===== config.mk =====
export PLATFORM = sky130hd
export DESIGN_NAME = dcycle_divider
export DESIGN_NICKNAME = d
export VERILOG_FILES = /design/src/rtl/dcd_pkg.sv /design/src/rtl/dcd_start_delay.sv /design/src/rtl/dcd_phase_gen.sv /design/src/rtl/dcd_half_ext.sv /design/src/rtl/dcycle_divider.sv
export SDC_FILE = /design/constraint.sdc
export NUM_CORES = 1
export LEC_CHECK = 0
export BUFFER_PORTS_ARGS = -buffer_cell sky130_fd_sc_hd__buf_4
export CAP_MARGIN = 20
export CORE_MARGIN = 8
export CORE_UTILIZATION = 59
export CTS_CLUSTER_DIAMETER = 200
export DETAILED_ROUTE_END_ITERATION = 6
export GPL_TIMING_DRIVEN = 1
export PLACE_DENSITY = 0.9
export SLEW_MARGIN = 20
export SYNTH_ARGS = -nofsm -noshare
export SYNTH_HDL_FRONTEND = slang
export SYNTH_HIERARCHICAL = 1
export SYNTH_SLANG_ARGS = --single-unit

===== constraint.sdc =====
create_clock -name clk_i -period 4.2 [get_ports clk_i]
set_clock_uncertainty 0.2 [all_clocks]
set_input_delay 0.42 -clock clk_i [delete_from_list [all_inputs] [get_ports clk_i]]
set_output_delay 0.42 -clock clk_i [all_outputs]
set_load 0.01 [all_outputs]

===== src/rtl/dcd_pkg.sv =====
`timescale 1ns/1ps
package dcd_pkg;

   // Level of the divided clock while a phase is running.
   typedef enum logic {
      PH_LOW  = 1'b0,
      PH_HIGH = 1'b1
   } phase_e;

   // Bits needed to hold a full ratio (two phase fields plus two).
   function automatic int unsigned div_width(input int unsigned half_w);
      return half_w + 2;
   endfunction

endpackage


===== src/rtl/dcd_start_delay.sv =====
`timescale 1ns/1ps
module dcd_start_delay #(
   parameter int unsigned HALF_W = 4,
   parameter int unsigned DLY_W  = 4
) (
   input  logic              clk_i,
   input  logic              rst_ni,
   input  logic              sync_i,
   input  logic [HALF_W-1:0] hi_len_i,
   input  logic [HALF_W-1:0] lo_len_i,
   input  logic [DLY_W-1:0]  dly_i,
   output logic              hold_o
);

   localparam int unsigned DIV_W = dcd_pkg::div_width(HALF_W);
   localparam int unsigned CMP_W = (DIV_W > DLY_W) ? DIV_W : DLY_W;

   if (DLY_W < 1 || DLY_W > 8) begin : g_bad_dly_w
      $error("dcd_start_delay: DLY_W must lie in 1..8");
   end

   logic [CMP_W-1:0] ratio_w;
   logic [CMP_W-1:0] lim_w;
   logic [CMP_W-1:0] req_w;
   logic [DLY_W-1:0] eff_dly;
   logic [DLY_W-1:0] cnt_q;

   // Largest useful delay is one less than the ratio.
   assign ratio_w = CMP_W'(hi_len_i) + CMP_W'(lo_len_i) + CMP_W'(2);
   assign lim_w   = ratio_w - CMP_W'(1);
   assign req_w   = CMP_W'(dly_i);
   assign eff_dly = (req_w > lim_w) ? DLY_W'(lim_w) : dly_i;

   always_ff @(posedge clk_i or negedge rst_ni) begin
      if (!rst_ni) begin
         cnt_q <= '0;
      end else if (sync_i) begin
         cnt_q <= eff_dly;
      end else if (cnt_q != '0) begin
         cnt_q <= cnt_q - 1'b1;
      end
   end

   assign hold_o = (cnt_q != '0);

   // a loaded delay never exceeds the request or ratio-1
   p_load_clamped_r9 : assert property (@(posedge clk_i) disable iff (!rst_ni)
      sync_i |=> ((CMP_W'(cnt_q) <= $past(lim_w)) && (cnt_q <= $past(dly_i))));

   // the delay drains by one per input cycle
   p_countdown_r8 : assert property (@(posedge clk_i) disable iff (!rst_ni)
      (!sync_i && cnt_q != '0) |=> (cnt_q == $past(cnt_q) - 1'b1));

endmodule


===== src/rtl/dcd_phase_gen.sv =====
`timescale 1ns/1ps
module dcd_phase_gen
   import dcd_pkg::*;
#(
   parameter int unsigned HALF_W = 4
) (
   input  logic              clk_i,
   input  logic              rst_ni,
   input  logic              sync_i,
   input  logic              start_hi_i,
   input  logic              advance_i,
   input  logic [HALF_W-1:0] hi_len_i,
   input  logic [HALF_W-1:0] lo_len_i,
   output logic              lvl_o,
   output logic              fall_o
);

   if (HALF_W < 1 || HALF_W > 6) begin : g_bad_half_w
      $error("dcd_phase_gen: HALF_W must lie in 1..6");
   end

   phase_e            lvl_q;
   logic [HALF_W-1:0] cnt_q;
   logic [HALF_W-1:0] cur_len;
   logic              at_end;
   logic              fall_q;

   assign cur_len = (lvl_q == PH_HIGH) ? hi_len_i : lo_len_i;
   assign at_end  = (cnt_q == cur_len);

   always_ff @(posedge clk_i or negedge rst_ni) begin
      if (!rst_ni) begin
         lvl_q  <= PH_LOW;
         cnt_q  <= '0;
         fall_q <= 1'b0;
      end else if (sync_i) begin
         lvl_q  <= start_hi_i ? PH_HIGH : PH_LOW;
         cnt_q  <= '0;
         fall_q <= 1'b0;
      end else if (advance_i && at_end) begin
         lvl_q  <= (lvl_q == PH_HIGH) ? PH_LOW : PH_HIGH;
         cnt_q  <= '0;
         fall_q <= (lvl_q == PH_HIGH);
      end else if (advance_i) begin
         cnt_q  <= cnt_q + 1'b1;
         fall_q <= 1'b0;
      end else begin
         fall_q <= 1'b0;
      end
   end

   assign lvl_o  = (lvl_q == PH_HIGH);
   assign fall_o = fall_q;

   // restart loads the requested start level
   p_start_level_r6 : assert property (@(posedge clk_i) disable iff (!rst_ni)
      sync_i |=> (lvl_q == ($past(start_hi_i) ? PH_HIGH : PH_LOW)));

   // the fall marker only follows a true high-to-low step
   p_fall_marks_r4 : assert property (@(posedge clk_i) disable iff (!rst_ni)
      fall_q |-> ((lvl_q == PH_LOW) && ($past(lvl_q) == PH_HIGH)));

   // every phase change starts the next phase count from zero
   p_phase_restart_r1 : assert property (@(posedge clk_i) disable iff (!rst_ni)
      (lvl_q != $past(lvl_q)) |-> (cnt_q == '0));

endmodule


===== src/rtl/dcd_half_ext.sv =====
`timescale 1ns/1ps
module dcd_half_ext (
   input  logic clk_i,
   input  logic rst_ni,
   input  logic lvl_i,
   input  logic fall_i,
   input  logic ext_en_i,
   output logic clk_o
);

   logic neg_q;

   // Copy of the level taken half a cycle late.
   always_ff @(negedge clk_i or negedge rst_ni) begin
      if (!rst_ni) begin
         neg_q <= 1'b0;
      end else begin
         neg_q <= lvl_i;
      end
   end

   assign clk_o = lvl_i | (ext_en_i & fall_i & neg_q);

   // the falling-edge copy matches the level seen at each rising edge
   p_neg_tracks_r4 : assert property (@(posedge clk_i) disable iff (!rst_ni)
      neg_q == lvl_i);

endmodule


===== src/rtl/dcycle_divider.sv =====
`timescale 1ns/1ps
module dcycle_divider #(
   parameter int unsigned HALF_W     = 4,
   parameter int unsigned DLY_W      = 4,
   parameter bit          HAS_BYPASS = 1'b1,
   parameter bit          HAS_DCC    = 1'b1
) (
   input  logic              clk_i,
   input  logic              rst_ni,
   input  logic              sync_i,
   input  logic              bypass_i,
   input  logic [HALF_W-1:0] hi_len_i,
   input  logic [HALF_W-1:0] lo_len_i,
   input  logic [DLY_W-1:0]  dly_i,
   input  logic              start_hi_i,
   input  logic              dcc_en_i,
   output logic              clk_o
);

   localparam int unsigned LEN1_W = HALF_W + 1;

   if (HALF_W < 1 || HALF_W > 6) begin : g_bad_half_w
      $error("dcycle_divider: HALF_W must lie in 1..6");
   end
   if (DLY_W < 1 || DLY_W > 8) begin : g_bad_dly_w
      $error("dcycle_divider: DLY_W must lie in 1..8");
   end

   logic hold;
   logic lvl;
   logic fall;
   logic div_clk;

   dcd_start_delay #(
      .HALF_W (HALF_W),
      .DLY_W  (DLY_W)
   ) u_delay (
      .clk_i    (clk_i),
      .rst_ni   (rst_ni),
      .sync_i   (sync_i),
      .hi_len_i (hi_len_i),
      .lo_len_i (lo_len_i),
      .dly_i    (dly_i),
      .hold_o   (hold)
   );

   dcd_phase_gen #(
      .HALF_W (HALF_W)
   ) u_phase (
      .clk_i      (clk_i),
      .rst_ni     (rst_ni),
      .sync_i     (sync_i),
      .start_hi_i (start_hi_i),
      .advance_i  (!hold),
      .hi_len_i   (hi_len_i),
      .lo_len_i   (lo_len_i),
      .lvl_o      (lvl),
      .fall_o     (fall)
   );

   if (HAS_DCC) begin : g_dcc
      logic dcc_ok;
      // Correction only applies when low = high + 1 (odd ratio).
      assign dcc_ok = dcc_en_i &&
                      (LEN1_W'(lo_len_i) == (LEN1_W'(hi_len_i) + LEN1_W'(1)));

      dcd_half_ext u_ext (
         .clk_i    (clk_i),
         .rst_ni   (rst_ni),
         .lvl_i    (lvl),
         .fall_i   (fall),
         .ext_en_i (dcc_ok),
         .clk_o    (div_clk)
      );
   end else begin : g_no_dcc
      assign div_clk = lvl;
   end

   if (HAS_BYPASS) begin : g_bypass
      assign clk_o = bypass_i ? clk_i : div_clk;
   end else begin : g_no_bypass
      assign clk_o = div_clk;
   end

   // while the start delay runs, the level is frozen
   p_hold_freezes_r8 : assert property (@(posedge clk_i) disable iff (!rst_ni)
      (hold && !sync_i) |=> $stable(lvl));

endmodule


# Word level (Yosys, flattened, before mapping)
# Cells that the tools add are included.
dict set report totals {
  reg_bits 11
  latchBits 0
  mem_bits_rw 0
  romBits 0
  in_bits 18
  wordCells 38
  memories 0
}
dict set report op_classes {
  n_addsub 6
  mul 0
  div 0
  magnitude_cmp 1
  n_eq_ne 3
  shift 0
  muxes 14
  bitwise 3
  n_reduce_logical 6
}
# operator count
set ops {}
lappend ops {{$mux W4} 7}
lappend ops {{$mux W1} 7}
lappend ops {{$add A6 B2 Y6 const B} 1}
lappend ops {{$gt A4 B6 Y1} 1}
lappend ops {{$sub A6 B1 Y6 const B} 1}
lappend ops {{$add A4 B1 Y5 const B} 1}
lappend ops {{$add A4 B4 Y5} 1}
lappend ops {{$eq A4 B5 Y1} 1}
lappend ops {{$add A4 B1 Y4 const B} 1}
lappend ops {{$eq A4 B4 Y1} 1}
lappend ops {{$reduce_bool A2 Y1} 2}
lappend ops {{$reduce_bool A4 Y1} 1}
lappend ops {{$sub A4 B1 Y4 const B} 1}
lappend ops {{$ne A3 B2 Y1 const B} 1}
lappend ops {{$and A1 B1 Y1} 2}
lappend ops {{$logic_and A1 B1 Y1} 2}
lappend ops {{$logic_not A1 Y1} 1}
lappend ops {{$or A1 B1 Y1} 1}

# Longest topological paths before layout
dict set report logic_depth {
  ltp_word 7
  depth_mapped 10
  depth_no_buf 10
}

# Cells and area by module
# Netlist, hierarchy kept.
# mod n_inst cells_each area_each_um2 seq_area_each_um2
set modules_own_cells {}
lappend modules_own_cells {dcd_start_delay 1 59 526.8 100.1}
lappend modules_own_cells {dcd_phase_gen 1 40 400.4 150.1}
lappend modules_own_cells {dcycle_divider 1 13 106.4 0.0}
lappend modules_own_cells {dcd_half_ext 1 2 33.8 25.0}

==> impl_results.rst <==
.. list-table::
   :header-rows: 1

   * - Metric
     - Value
   * - Final weighted congestion in routability-driven placement
     - 0.893
   * - Via count of the first global-routing pass
     - 1044
   * - LEAKAGE
     - 0.620 nW
   * - Cell Count, Final, Fillers Out
     - 164
   * - Count of synthesis-stage warnings from yosys
     - 6
   * - Cell row count
     - 15
   * - Drt drc
     - 0
   * - Buffers on Ports
     - 18
   * - Maximum number of pins on one net before global-route repair
     - 14
   * - Area enclosed by the die boundary
     - 3430 um^2
   * - First-pass iteration count of the detailed router
     - 4
   * - Crit path capture type
     - output pin
   * - Highest ir drop seen on vdd
     - 166 uV
   * - Remaining antenna violation count after routing
     - 0
   * - Number of nets in the finished design
     - 171
   * - Initial standard-cell utilization of the core
     - 62.5%
   * - Final setup vio count
     - 0
   * - Power density over cell area
     - 372 nW/um^2
   * - Number of resized instances in the post-cts repair step
     - 0
   * - Global-route wire length before repair
     - 4490 um
   * - Leading cell types in the layout, fill and taps excluded
     - sky130_fd_sc_hd__buf_4 (18), sky130_fd_sc_hd__inv_1 (13), sky130_fd_sc_hd__ha_1 (12), sky130_fd_sc_hd__dfrtp_1 (10), sky130_fd_sc_hd__xor2_1 (8)
   * - Detailed-route vias per instance
     - 5.88
   * - Antenna diode count
     - 0
   * - Synth Area per Inst
     - 9.36 um^2
   * - Fraction of final layout cells sized beyond drive strength 1
     - 23.0%
   * - HPWL after DPL
     - 2000 um
   * - Mean routed wirelength per cell
     - 15.1 um
   * - Gr usage total
     - 17.6%
   * - Post-Synthesis Net Count
     - 145
   * - Starting DRC count in detailed routing
     - 41
   * - Synth unique cells
     - 37
   * - Clock transition at the registers of the reported paths
     - 0.06 ns
   * - Worst Path Arrival
     - 3.43 ns
   * - CP startpoint kind
     - register
   * - RSZ-0062 raised after global routing
     - no
   * - Chip Width
     - 58.5 um
   * - Remaining global-route overflow
     - 0
   * - Slew @ Worst Pin
     - 0.560 ns
   * - Area of the mapped netlist
     - 1070 um^2
   * - Hold buffers post-CTS
     - 1
   * - Number of placed instances with taps included
     - 156
   * - Most frequent standard cell in the layout excluding fill and tap cells
     - sky130_fd_sc_hd__buf_4
   * - Area growth, synth to finish
     - 20.0%
   * - Fin Setup TNS
     - 0 ns
   * - Req. time, crit path
     - 3.58 ns
   * - Clock insertion delay at the later pin of the skew report
     - 0.39 ns
   * - DRT Wirelength
     - 2470 um
   * - Initial antenna violation count
     - 0
   * - Number of max-capacitance violations reported
     - 0
   * - Total I/O pin count
     - 19
   * - Path type of the worst min-delay path
     - in2reg
   * - Fraction of the yosys area taken by sequential cells
     - 25.8%
   * - Area of the core region
     - 1710 um^2
   * - Setup fix buffers added after clock tree synthesis
     - 0
   * - Final-layout worst hold slack
     - 0.0733 ns
   * - Total vias in the final route
     - 965
   * - Hold Vio Cnt, Final
     - 0
   * - Clock tree from TritonCTS
     - done
   * - Max Slew Vio Count
     - 0
   * - Chip Height
     - 58.5 um
   * - Count of state elements after synthesis
     - 11
   * - Status
     - completed
   * - Setup CP Type
     - reg2out
   * - Crit-path max FO
     - 1
   * - Post-synthesis instance total
     - 114
   * - Relative slew margins
     - 62.3%
-- worst max-delay path: stages, from the launching register on --
cell,delay (ns)
sky130_fd_sc_hd__dfrtn_1,0.32
sky130_fd_sc_hd__a31o_1,0.21
sky130_fd_sc_hd__mux2_2,0.25
sky130_fd_sc_hd__buf_4,0.14
-- cell type report --
class,instances,area (um^2)
Timing Repair Buffer,18,138
Clock buffer,8,56.3
Fill cell,126,427
Sequential cell,11,275
Multi-Input combinational cell,89,732
Tap cell,25,31.3
Inverter,13,48.8
-- power by group --
group	total, mW	switching [mW]	leakage (nW)	internal (mW)
clock network	0.131	0.0508	0.0372	0.0802
registers	0.151	0.0228	0.138	0.128
logic	0.195	0.0987	0.444	0.0960
total	0.477	0.172	0.620	0.304
-- synthesized netlist by cell type --
library cell | number | area share (%)
sky130_fd_sc_hd__inv_1 | 13 | 4.6
sky130_fd_sc_hd__nor3_1 | 3 | 1.4
sky130_fd_sc_hd__o311ai_1 | 1 | 0.82
sky130_fd_sc_hd__nand4_1 | 2 | 1.2
sky130_fd_sc_hd__nor3_2 | 1 | 0.94
sky130_fd_sc_hd__and3_4 | 2 | 2.1
sky130_fd_sc_hd__a22oi_1 | 1 | 0.70
sky130_fd_sc_hd__a211oi_1 | 1 | 0.70
sky130_fd_sc_hd__a21o_1 | 1 | 0.70
sky130_fd_sc_hd__a221o_1 | 2 | 1.9
sky130_fd_sc_hd__dfrtp_1 | 10 | 23
sky130_fd_sc_hd__mux2_4 | 1 | 1.4
sky130_fd_sc_hd__mux2i_1 | 6 | 5.6
sky130_fd_sc_hd__or2b_1 | 1 | 0.70
sky130_fd_sc_hd__a21oi_1 | 3 | 1.4
sky130_fd_sc_hd__xor2_1 | 8 | 6.6
sky130_fd_sc_hd__ha_1 | 12 | 14
sky130_fd_sc_hd__a221oi_1 | 1 | 0.82
sky130_fd_sc_hd__buf_6 | 1 | 1.1
sky130_fd_sc_hd__or3_2 | 1 | 0.70
sky130_fd_sc_hd__dfrtn_1 | 1 | 2.3
sky130_fd_sc_hd__nand4_2 | 1 | 1.2
sky130_fd_sc_hd__nor2_1 | 4 | 1.4
sky130_fd_sc_hd__a311oi_1 | 4 | 3.3
sky130_fd_sc_hd__nor2b_1 | 4 | 2.3
sky130_fd_sc_hd__a31oi_1 | 2 | 1.2
sky130_fd_sc_hd__o21ai_0 | 1 | 0.47
sky130_fd_sc_hd__or3_1 | 1 | 0.59
sky130_fd_sc_hd__xnor2_1 | 5 | 4.1
sky130_fd_sc_hd__mux2_2 | 1 | 1.1
sky130_fd_sc_hd__nand3_1 | 6 | 2.8
sky130_fd_sc_hd__nand2_1 | 7 | 2.5
sky130_fd_sc_hd__o211ai_2 | 1 | 1.2
sky130_fd_sc_hd__fa_1 | 1 | 1.9
sky130_fd_sc_hd__a31o_1 | 1 | 0.82
sky130_fd_sc_hd__nor3b_1 | 2 | 1.4
sky130_fd_sc_hd__nand3b_1 | 1 | 0.70
-- sequential cells by signal (all words and copies together) (netlist names) --
register,count
u_phase/lvl_o,1
u_phase/cnt_q,4
u_phase/fall_o,1
u_delay/cnt_q,4
g_dcc.u_ext/neg_q,1
-- metrics by stage --
step / setup slack [ns] / cell area (um^2) / util, % / power [mW]
final: 0.148 / 1280 / 75.0 / 0.477
after global routing: 0.110 / 1280 / 75.0 / 0.517
after CTS: 0.143 / 1280 / 75.0 / 0.479
after detailed placement: 0.577 / 1220 / 71.6 / 0.363
after global placement: 0.593 / 1220 / 71.6 / 0.347
after floorplan: 0.699 / 1070 / - / 0.303
-- cell families after synthesis --
family / Yosys count / share of synthesized area [%]
AO/OA/AOI/OAI: 19 / 14.0
XOR/XNOR: 13 / 10.7
adder cells (fa/ha/maj): 13 / 15.9
buffers and inverters: 14 / 5.63
flip-flops: 11 / 25.8
multiplexers: 8 / 8.09
AND/OR/NAND/NOR: 36 / 19.9
-- routing by layer --
layer / vias up / track usage [%] / wire (um)
li1: 465 / - / -
met5: - / 0 / 0
met1: 467 / 17.5 / 963
met2: 29 / 30.2 / 1300
met3: 4 / 5.87 / 156
met4: 0 / 12.6 / 49
-- path summary, 6_finish.rpt --
path,from,depth (start not counted),endpoint,slack (ns)
min in group asynchronous,rst_ni,2,u_delay/cnt_q[2]$_DFFE_PN0P_,0.20
max in group asynchronous,rst_ni,2,g_dcc.u_ext/neg_q$_DFF_NN0_,1.45
worst min-delay path,start_hi_i,3,u_phase/lvl_o$_DFFE_PN0P_,0.07
worst min register to register,u_phase/cnt_q[1]$_DFFE_PN0P_,2,u_phase/cnt_q[1]$_DFFE_PN0P_,0.39
worst max-delay path,g_dcc.u_ext/neg_q$_DFF_NN0_,3,clk_o,0.15
worst max register to register,u_phase/lvl_o$_DFFE_PN0P_,0,g_dcc.u_ext/neg_q$_DFF_NN0_,1.20
Power figures use the tool's default switching activity.
